## config.mk

```make
export PLATFORM = sky130hd
export DESIGN_NAME = nbm_unit
export DESIGN_NICKNAME = d
export VERILOG_FILES = /design/src/rtl/nbm_pkg.sv /design/src/rtl/nbm_match.sv /design/src/rtl/nbm_rx_path.sv /design/src/rtl/nbm_irq.sv /design/src/rtl/nbm_tx_pack.sv /design/src/rtl/nbm_unit.sv
export SDC_FILE = /design/constraint.sdc
export NUM_CORES = 1
export LEC_CHECK = 0
export BUFFER_PORTS_ARGS = -buffer_cell sky130_fd_sc_hd__buf_2
export CAP_MARGIN = 20
export CELL_PAD_IN_SITES_DETAIL_PLACEMENT = 0
export CELL_PAD_IN_SITES_GLOBAL_PLACEMENT = 1
export CORE_MARGIN = 2
export CORE_UTILIZATION = 29
export DETAILED_ROUTE_END_ITERATION = 6
export PLACE_DENSITY_LB_ADDON = 0.1
export SLEW_MARGIN = 5
export SYNTH_ARGS = -nofsm -noshare
export SYNTH_HDL_FRONTEND = slang
export SYNTH_HIERARCHICAL = 1
export SYNTH_SLANG_ARGS = --single-unit
```

## constraint.sdc

```tcl
create_clock -name clk -period 1.7 [get_ports clk]
set_clock_uncertainty 0.1 [all_clocks]
set_input_delay 0.17 -clock clk [delete_from_list [all_inputs] [get_ports clk]]
set_output_delay 0.17 -clock clk [all_outputs]
set_load 0.005 [all_outputs]
```

## src/rtl/nbm_pkg.sv

```systemverilog
package nbm_pkg;

    localparam int unsigned STAT_W = 8;

    typedef struct packed {
        logic       summary;
        logic [1:0] zero;
        logic       brk;
        logic       framing;
        logic       bit2;
        logic       overrun;
        logic       present;
    } rx_stat_t;

    typedef struct packed {
        logic match;
        logic addr;
        logic err;
    } irq_src_t;

    typedef enum logic [2:0] {
        IRQ_NONE = 3'd0,
        IRQ_LVL1 = 3'd1,
        IRQ_LVL5 = 3'd5
    } irq_id_e;

    function automatic rx_stat_t make_status(
        input logic mode9,
        input logic ninth,
        input logic par,
        input logic ovr,
        input logic frm,
        input logic brk
    );
        rx_stat_t s;
        s.present = 1'b1;
        s.overrun = ovr;
        s.bit2    = mode9 ? ninth : par;
        s.framing = frm;
        s.brk     = brk;
        s.zero    = 2'b00;
        s.summary = ovr | frm | brk | (~mode9 & par);
        return s;
    endfunction

endpackage

```

## src/rtl/nbm_match.sv

```systemverilog
module nbm_match #(
    parameter int CHAR_W  = 9,
    parameter int N_MATCH = 4
) (
    input  logic                      mode9,
    input  logic [CHAR_W-1:0]         rx_char,
    input  logic [N_MATCH-1:0]        match_en,
    input  logic [N_MATCH*CHAR_W-1:0] match_chars,
    output logic                      hit
);
    logic [N_MATCH-1:0] slot_eq;

    for (genvar i = 0; i < N_MATCH; i++) begin : g_slot
        assign slot_eq[i] = match_en[i] &&
                            (match_chars[i*CHAR_W +: CHAR_W] == rx_char);
    end

    assign hit = mode9 && (|slot_eq);

endmodule

```

## src/rtl/nbm_rx_path.sv

```systemverilog
module nbm_rx_path
    import nbm_pkg::*;
#(
    parameter int CHAR_W = 9
) (
    input  logic              clk,
    input  logic              rst,
    input  logic              mode9,
    input  logic              rx_valid,
    input  logic [CHAR_W-1:0] rx_char,
    input  logic              rx_parity_err,
    input  logic              rx_overrun,
    input  logic              rx_framing,
    input  logic              rx_break,
    output logic              ev_err,
    output logic              ev_addr,
    output logic              push_q,
    output logic [CHAR_W-1:0] char_q,
    output rx_stat_t          stat_q
);
    localparam int MSB = CHAR_W - 1;

    logic [CHAR_W-1:0] char_d;
    rx_stat_t          stat_d;

    always_comb begin
        char_d      = rx_char;
        char_d[MSB] = mode9 & rx_char[MSB];
        stat_d      = make_status(mode9, rx_char[MSB], rx_parity_err,
                                  rx_overrun, rx_framing, rx_break);
        ev_err      = rx_valid & stat_d.summary;
        ev_addr     = rx_valid & mode9 & rx_char[MSB];
    end

    always_ff @(posedge clk) begin
        if (rst) begin
            push_q <= 1'b0;
            char_q <= '0;
            stat_q <= '0;
        end else begin
            push_q <= rx_valid;
            if (rx_valid) begin
                char_q <= char_d;
                stat_q <= stat_d;
            end
        end
    end

    // ninth bit lands in status bit 2 in 9-bit mode
    a_r2_ninth_in_bit2: assert property (@(posedge clk) disable iff (rst)
        (rx_valid && mode9) |=> (stat_q.bit2 == $past(rx_char[MSB])));

    // the summary ignores the ninth bit in 9-bit mode
    a_r3_summary_errors_only: assert property (@(posedge clk) disable iff (rst)
        (rx_valid && mode9) |=>
        (stat_q.summary == ($past(rx_overrun) | $past(rx_framing) | $past(rx_break))));

    // bit 8 of the stored character is cleared outside 9-bit mode
    a_r1_msb_cleared: assert property (@(posedge clk) disable iff (rst)
        (rx_valid && !mode9) |=> (push_q && char_q[MSB] == 1'b0));

endmodule

```

## src/rtl/nbm_irq.sv

```systemverilog
module nbm_irq
    import nbm_pkg::*;
(
    input  logic     clk,
    input  logic     rst,
    input  logic     set_err,
    input  logic     set_addr,
    input  logic     set_match,
    input  logic     clr,
    output irq_src_t src,
    output irq_id_e  id
);
    irq_src_t setv;

    always_comb begin
        setv.err   = set_err;
        setv.addr  = set_addr;
        setv.match = set_match;
    end

    always_ff @(posedge clk) begin
        if (rst) begin
            src <= '0;
        end else if (clr) begin
            src <= setv;
        end else begin
            src <= src | setv;
        end
    end

    always_comb begin
        if (src.err || src.addr) begin
            id = IRQ_LVL1;
        end else if (src.match) begin
            id = IRQ_LVL5;
        end else begin
            id = IRQ_NONE;
        end
    end

    // a read with no new event leaves nothing pending
    a_r9_read_clears: assert property (@(posedge clk) disable iff (rst)
        (clr && !set_err && !set_addr && !set_match) |=> (src == '0));

    // without a read, pending sources persist
    a_r9_sticky: assert property (@(posedge clk) disable iff (rst)
        !clr |=> ((src & $past(src)) == $past(src)));

    // an address event always ends at level 1
    a_r8_addr_level1: assert property (@(posedge clk) disable iff (rst)
        set_addr |=> (id == IRQ_LVL1));

endmodule

```

## src/rtl/nbm_tx_pack.sv

```systemverilog
module nbm_tx_pack #(
    parameter int DATA_W = 8
) (
    input  logic              clk,
    input  logic              rst,
    input  logic              mode9,
    input  logic              stage_wr,
    input  logic              stage_bit,
    input  logic              data_wr,
    input  logic [DATA_W-1:0] data,
    output logic              push_q,
    output logic [DATA_W:0]   word_q
);
    logic staged;

    always_ff @(posedge clk) begin
        if (rst) begin
            staged <= 1'b0;
            push_q <= 1'b0;
            word_q <= '0;
        end else begin
            push_q <= data_wr;
            if (data_wr) begin
                word_q <= {mode9 & staged, data};
            end
            if (stage_wr) begin
                staged <= stage_bit;
            end
        end
    end

    // a data write produces a push carrying that byte
    a_r11_push_byte: assert property (@(posedge clk) disable iff (rst)
        data_wr |=> (push_q && word_q[DATA_W-1:0] == $past(data)));

    // a stage write alone never pushes
    a_r12_stage_only: assert property (@(posedge clk) disable iff (rst)
        (stage_wr && !data_wr) |=> !push_q);

endmodule

```

## src/rtl/nbm_unit.sv

```systemverilog
module nbm_unit
    import nbm_pkg::*;
#(
    parameter  int DATA_W  = 8,
    parameter  int N_MATCH = 4,
    localparam int CHAR_W  = DATA_W + 1
) (
    input  logic                      clk,
    input  logic                      rst,
    input  logic                      cfg_ninebit,
    input  logic                      cfg_addr_irq_en,
    input  logic                      cfg_err_irq_en,
    input  logic [N_MATCH-1:0]        cfg_match_en,
    input  logic [N_MATCH*CHAR_W-1:0] cfg_match_chars,
    input  logic                      rx_valid,
    input  logic [CHAR_W-1:0]         rx_char,
    input  logic                      rx_parity_err,
    input  logic                      rx_overrun,
    input  logic                      rx_framing,
    input  logic                      rx_break,
    input  logic                      irq_status_rd,
    input  logic                      tx_stage_wr,
    input  logic                      tx_stage_bit,
    input  logic                      tx_data_wr,
    input  logic [DATA_W-1:0]         tx_data,
    output logic                      fifo_push,
    output logic [CHAR_W-1:0]         fifo_char,
    output logic [STAT_W-1:0]         fifo_status,
    output logic                      tx_push,
    output logic [CHAR_W-1:0]         tx_word,
    output logic [2:0]                irq_src,
    output logic [2:0]                irq_id,
    output logic                      inband_flow_ok
);
    logic     ev_err;
    logic     ev_addr;
    logic     hit;
    rx_stat_t stat_q;
    irq_src_t src;
    irq_id_e  id;

    nbm_match #(.CHAR_W(CHAR_W), .N_MATCH(N_MATCH)) u_match (
        .mode9       (cfg_ninebit),
        .rx_char     (rx_char),
        .match_en    (cfg_match_en),
        .match_chars (cfg_match_chars),
        .hit         (hit)
    );

    nbm_rx_path #(.CHAR_W(CHAR_W)) u_rx (
        .clk           (clk),
        .rst           (rst),
        .mode9         (cfg_ninebit),
        .rx_valid      (rx_valid),
        .rx_char       (rx_char),
        .rx_parity_err (rx_parity_err),
        .rx_overrun    (rx_overrun),
        .rx_framing    (rx_framing),
        .rx_break      (rx_break),
        .ev_err        (ev_err),
        .ev_addr       (ev_addr),
        .push_q        (fifo_push),
        .char_q        (fifo_char),
        .stat_q        (stat_q)
    );

    nbm_irq u_irq (
        .clk       (clk),
        .rst       (rst),
        .set_err   (ev_err & cfg_err_irq_en),
        .set_addr  (ev_addr & cfg_addr_irq_en),
        .set_match (rx_valid & hit),
        .clr       (irq_status_rd),
        .src       (src),
        .id        (id)
    );

    nbm_tx_pack #(.DATA_W(DATA_W)) u_tx (
        .clk       (clk),
        .rst       (rst),
        .mode9     (cfg_ninebit),
        .stage_wr  (tx_stage_wr),
        .stage_bit (tx_stage_bit),
        .data_wr   (tx_data_wr),
        .data      (tx_data),
        .push_q    (tx_push),
        .word_q    (tx_word)
    );

    assign fifo_status    = stat_q;
    assign irq_src        = src;
    assign irq_id         = id;
    assign inband_flow_ok = ~cfg_ninebit;

    // outside 9-bit mode the match source cannot be raised
    a_r7_no_match_normal: assert property (@(posedge clk) disable iff (rst)
        (rx_valid && !cfg_ninebit && !irq_status_rd && !irq_src[2]) |=> !irq_src[2]);

    // address source follows an enabled ninth-bit character
    a_r5_addr_flag: assert property (@(posedge clk) disable iff (rst)
        (rx_valid && cfg_ninebit && cfg_addr_irq_en && rx_char[CHAR_W-1]) |=> irq_src[1]);

    // error source follows an enabled errored character
    a_r4_err_flag: assert property (@(posedge clk) disable iff (rst)
        (rx_valid && cfg_err_irq_en && (rx_overrun || rx_framing || rx_break)) |=> irq_src[0]);

endmodule

```

---- Word-level counts from Yosys, hierarchy flattened ----
Cells that the tools add are included.
operators by class
  add/sub/neg operators ................... 0
  multiply operators ...................... 0
  div/mod/pow operators ................... 0
  magnitude comparators ................... 0
  eq/ne operators ......................... 4
  shift-type cells ........................ 0
  multiplexer cells ....................... 4
  bitwise gates (word level) .............. 14
  reduce and logical (&&, ||, !) cells .... 7
operator list
  cell                 count
  equality test 9 bit  4
  AND 1 bit            9
  two-way mux 3 bit    3
  logical AND 1 bit    5
  OR reduction 4 bit   1
  bitwise OR 1 bit     3
  bitwise OR 3 bit     1
  logical OR 1 bit     1
  two-way mux 1 bit    1
  NOT 1 bit            1
word-level totals
  register bits after elaboration ......... 30
  bits in latches ......................... 0
  RAM bits ................................ 0
  bits in read-only memories .............. 0
  input bits .............................. 71
  logic and storage cells ................. 43
  memories kept ........................... 0

---- Longest topological paths before layout ----
  depth in word-level cells ............... 7
  gate-level depth with buffers ........... 7
  depth with buffers taken out ............ 7

---- By module ----
Netlist, hierarchy kept.
modules (own cells, without submodules)
  module       times used  cells an instance  area an instance (um^2)  sequential area each (um^2)
  nbm_rx_path  1           59                 595.6                    320.3
  nbm_match    1           53                 431.7                    0.0
  nbm_tx_pack  1           35                 387.9                    220.2
  nbm_irq      1           16                 130.1                    60.1
  nbm_unit     1           4                  22.5                     0.0

---- Worst setup path before layout ----
Ideal clock, no wire load.
  path type ............................... input port to flip-flop
  from .................................... in cfg_match_chars[8]
  to ...................................... reg, netlist name u_irq/src[2]
  data arrival time ....................... 1.129 ns
  setup slack ............................. 0.401 ns
  stages on the path ...................... 7
  path through ............................ xor2_1 -> nor4_2 -> nand4b_1 -> a41oi_2 -> and2_1 -> inv_1 -> a21oi_1
on the way
  cells in the longest elaborated chain, start to end .. 7
ends and longest elaborated chain
  element                RTL line         RTL
  start, declared        nbm_unit.sv:14   input logic [N_MATCH*CHAR_W-1:0] cfg_match_chars,
  equality test 9 bit *  nbm_match.sv:15  (match_chars[i*CHAR_W +: CHAR_W] == rx_char);
  logical AND 1 bit *    nbm_match.sv:14  assign slot_eq[i] = match_en[i] &&
  OR reduction 4 bit *   nbm_match.sv:18  assign hit = mode9 && (|slot_eq);
  logical AND 1 bit *    nbm_match.sv:18
  net hit                nbm_unit.sv:37   logic hit;
  AND 1 bit *            nbm_unit.sv:72   .set_match (rx_valid & hit),
  bitwise OR 3 bit       nbm_irq.sv:27    src <= src | setv;
  two-way mux 3 bit *    nbm_irq.sv:24    end else if (clr) begin
Mark *: on every way through the listed nets, which the timed path passes. The rest lies on a longest branch.
A chain may end at the register's enable or synchronous reset.

---- Final worst setup path ----
  from .................................... in rx_char[5]
  to ...................................... reg, netlist name u_irq/src[2]
on the way
  cells in the longest elaborated chain, start to end .. 7
  elaborated cells between the ends (all ways) .. 13
ends and longest elaborated chain
  element               RTL line         RTL
  start, declared       nbm_unit.sv:16   input logic [CHAR_W-1:0] rx_char,
  equality test 9 bit   nbm_match.sv:15
  logical AND 1 bit     nbm_match.sv:14
  OR reduction 4 bit *  nbm_match.sv:18
  logical AND 1 bit *   nbm_match.sv:18
  net hit               nbm_unit.sv:37
  AND 1 bit *           nbm_unit.sv:72
  bitwise OR 3 bit      nbm_irq.sv:27
  two-way mux 3 bit *   nbm_irq.sv:24
Marked as above.

==> impl_metrics.csv <==
group,metric,value,unit
power,power,0.001609,W
synth,netlist_area,0.001568,mm²
power,vdd_drop_max,0.5122,mV
route,drt_iter0_drc,24,
route,drt.antenna.violating_nets,0,
clock_network,clk_path_buf_depth,2,
setup_path,crit_path_max_fanout,5,
setup_path,r2r-start,"u_rx/stat_q[2]$_SDFFE_PP0P_",
grt,grt_start_max_net_pins,31,
route,drt-total-wl,4309,µm
setup_path,crit_path_max_incr_delay,410,ps
hold_path,hold_depth,3,
timing,fmax,0.7189,GHz
synth,yosysTopAreaCellShare,38.31,%
synth,synth_top_cell_by_area,"dfxtp_1",
synth,ys_seq_area_share,38.31,%
synth,ys_seq_elements,30,
clock_network,clk_pin_slew,60,ps
synth,yosys-top-cells-area,"dfxtp_1 38%, xor2_1 16%, mux2i_1 13%",
hold_path,min_to,"u_tx/staged$_SDFFE_PP0P_",
power,p_leak,1.134,nW
route,via_per_inst,4.399,
setup_path,worstPathArrival,1500,ps
grt,groute.usage.overall,14.05,%
route,firstDrtPassIters,5,
timing,final_hold_viol_count,0,
cells_and_area,synthToLayoutAreaGrowth,40.22,%
setup_path,rrSetupSlack,910,ps
synth,netlist_instances,167,
grt,grt_pass1_wl,6706,µm
cells_and_area,layout-drive-gt1-share,41.70,%
placement,gp_congestion,0.7779,
synth,avgSynthCellArea,9.388,µm²
route,drc_errors,0,
die,fp.dieH,77.53,µm
timing,slew_headroom,63.36,%
die,start_util,30.31,%
setup_path,crit_chain,"buf_2, xor2_1, nor4_1, nand4_1, a41oi_2, and2_1, inv_1, a21oi_1",
grt,grt_pass1_vias,1440,
setup_path,r2r-end,"u_rx/stat_q[2]$_SDFFE_PP0P_",
timing,period_share,81.82,%
setup_path,worst_setup_path_end_kind,"flop",
hold_path,hp-start,"tx_stage_bit",
status,run_status,"complete, no violations",
job,cap_viol_max_count,0,
die,core-area,0.005172,mm²
clock_network,cts_root_buffer,"clkbuf_8",
clock_network,cts_hold_buf,0,
hold_path,hold_path.class,"input port to flop",
clock_network,cts-htree-levels,2,
timing,slew_violations,0,
placement,io_buffers,102,
route,wire_per_inst,12.64,µm
die,io_pins,106,
timing,rsz0062_at_grt,"no",
timing,period_minus_slack,1391,ps
clock_network,clock-sinks,30,
setup_path,rr_worst_depth,2,
grt,grt_overflow,0,
setup_path,start_kind,"input port",
grt,antenna_found_initial,0,
clock_network,cts_tree,"yes",
timing,worst_slew_pin_slew,549.6,ps
die,die_w,77.53,µm
cells_and_area,fillers,558,
timing,finalSetupViolCount,0,
cells_and_area,post-route-util,42.50,%
setup_path,worst-path-buf-inv,2,
clock_network,cts_post_setup_buffers_inserted,0,
cells_and_area,nNetsFinal,342,
die,row_count,26,
placement,dp_hpwl,3376,µm
setup_path,path_delay_family,"simple AND/OR/NAND/NOR gates",
clock_network,numCtsBuffers,5,
cells_and_area,antenna_cells,0,
setup_path,crit_path_top_delay_cell,"nor4_1",
route,routed-via-count,1500,
clock_network,ctsResizeCount,0,
setup_path,critPathKind,"input port to flop",
clock_network,worstSkewPairLatency,270,ps
setup_path,cp.required,1800,ps
synth,ys_warn_count,6,
synth,yosysUniqueCellTypes,32,
power,power_density,731.9,mW/mm²
timing,tns,0,ps
die,die-area,0.006010,mm²
[area by class of cell]
type                            count  area [µm²]  area share (%)
Tap cell                           70       87.58           3.984
Clock buffer                        7       76.32           3.472
Timing Repair Buffer              104       525.5           23.90
Sequential cell                    30       600.6           27.32
Inverter                            9       33.78           1.537
Multi-Input combinational cell    121       874.6           39.78
[report_power, final]
group | total, W | internal (W) | switching [W]
registers | 0.000761 | 0.000743 | 0.0000179
logic | 0.000328 | 0.000168 | 0.000160
clock network | 0.000520 | 0.000281 | 0.000239
[layout by cell type, fill, tap and decap left out, types with 2 or more instances in the layout]
master / n
xor2_1: 28
nand4_1: 3
inv_1: 8
buf_2: 102
clkbuf_1: 2
buf_4: 2
nor4_1: 6
clkbuf_8: 5
mux2i_1: 20
conb_1: 3
nor2_1: 24
nor2b_1: 2
a21oi_1: 5
dfxtp_1: 30
nand2b_1: 6
and2_1: 3
xnor2_1: 5
a311oi_1: 2
[metal layers]
layer,global-route usage [%],vias to the layer above,wire length (µm)
met3,4.767,8,405
met4,6.071,0,83
met1,16.83,660,1842
li1,-,758,-
met2,22.87,74,1978
met5,0,-,0
[tightest hold or removal path, cell delays in order]
cell and delay (ps):
buf_2 70, mux2i_1 50, nor2_1 70
[synth_stat cells, drive strengths merged]
cell / n
conb: 2
dfxtp: 30
nand4b: 1
nand4: 3
inv: 9
nor2: 24
nand2b: 6
a41oi: 1
nor3b: 1
nand3: 2
o21ai: 1
or2b: 1
or3: 1
a21oi: 5
o2111a: 1
a311oi: 2
buf: 8
mux2i: 20
nor2b: 2
a21boi: 1
nand2: 1
a222oi: 1
nor3: 1
xor2: 28
nor4: 7
and2: 3
xnor2: 5
[sequential cells by signal, summed over array words and instances (netlist names)]
signal	flops
u_tx/staged	1
u_rx/stat_q	6
u_tx/word_q	9
u_rx/push_q	1
u_rx/char_q	9
u_tx/push_q	1
u_irq/src	3
[worst max path at each step]
stage                       start                 endpoint  cells past startpoint
3_5_place_dp           rx_char[5]  u_irq/src[2]$_SDFF_PP0_                      8
3_3_place_gp           rx_char[6]  u_irq/src[2]$_SDFF_PP0_                      8
6_report               rx_char[5]  u_irq/src[2]$_SDFF_PP0_                      8
2_1_floorplan  cfg_match_chars[8]  u_irq/src[2]$_SDFF_PP0_                      7
5_1_grt                rx_char[6]  u_irq/src[2]$_SDFF_PP0_                      8
4_1_cts                rx_char[5]  u_irq/src[2]$_SDFF_PP0_                      8
[stage by stage]
stage	std cells	hold WS, ps	cell area (µm²)	setup WS [ps]
after global routing	341	30.69	2198	202.6
final	341	31.82	2198	309.0
after global placement	334	303.9	2122	57.29
after detailed placement	334	315.6	2122	33.65
after CTS	341	18.61	2198	318.1
after floorplan	168	139.1	1572	400.8
[kinds of logic (layout without fill, tap and decap cells)]
family | count (synthesis) | count (layout) | synth area share, %
compound gates | 12 | 12 | 5.906
flops | 30 | 30 | 38.31
xor+xnor | 33 | 33 | 18.44
other cells | 2 | 3 | 0.4790
mux | 20 | 20 | 12.77
buf+inv | 17 | 120 | 6.145
simple gates | 53 | 53 | 17.96
No activity file was read; power rests on OpenSTA's default activity.
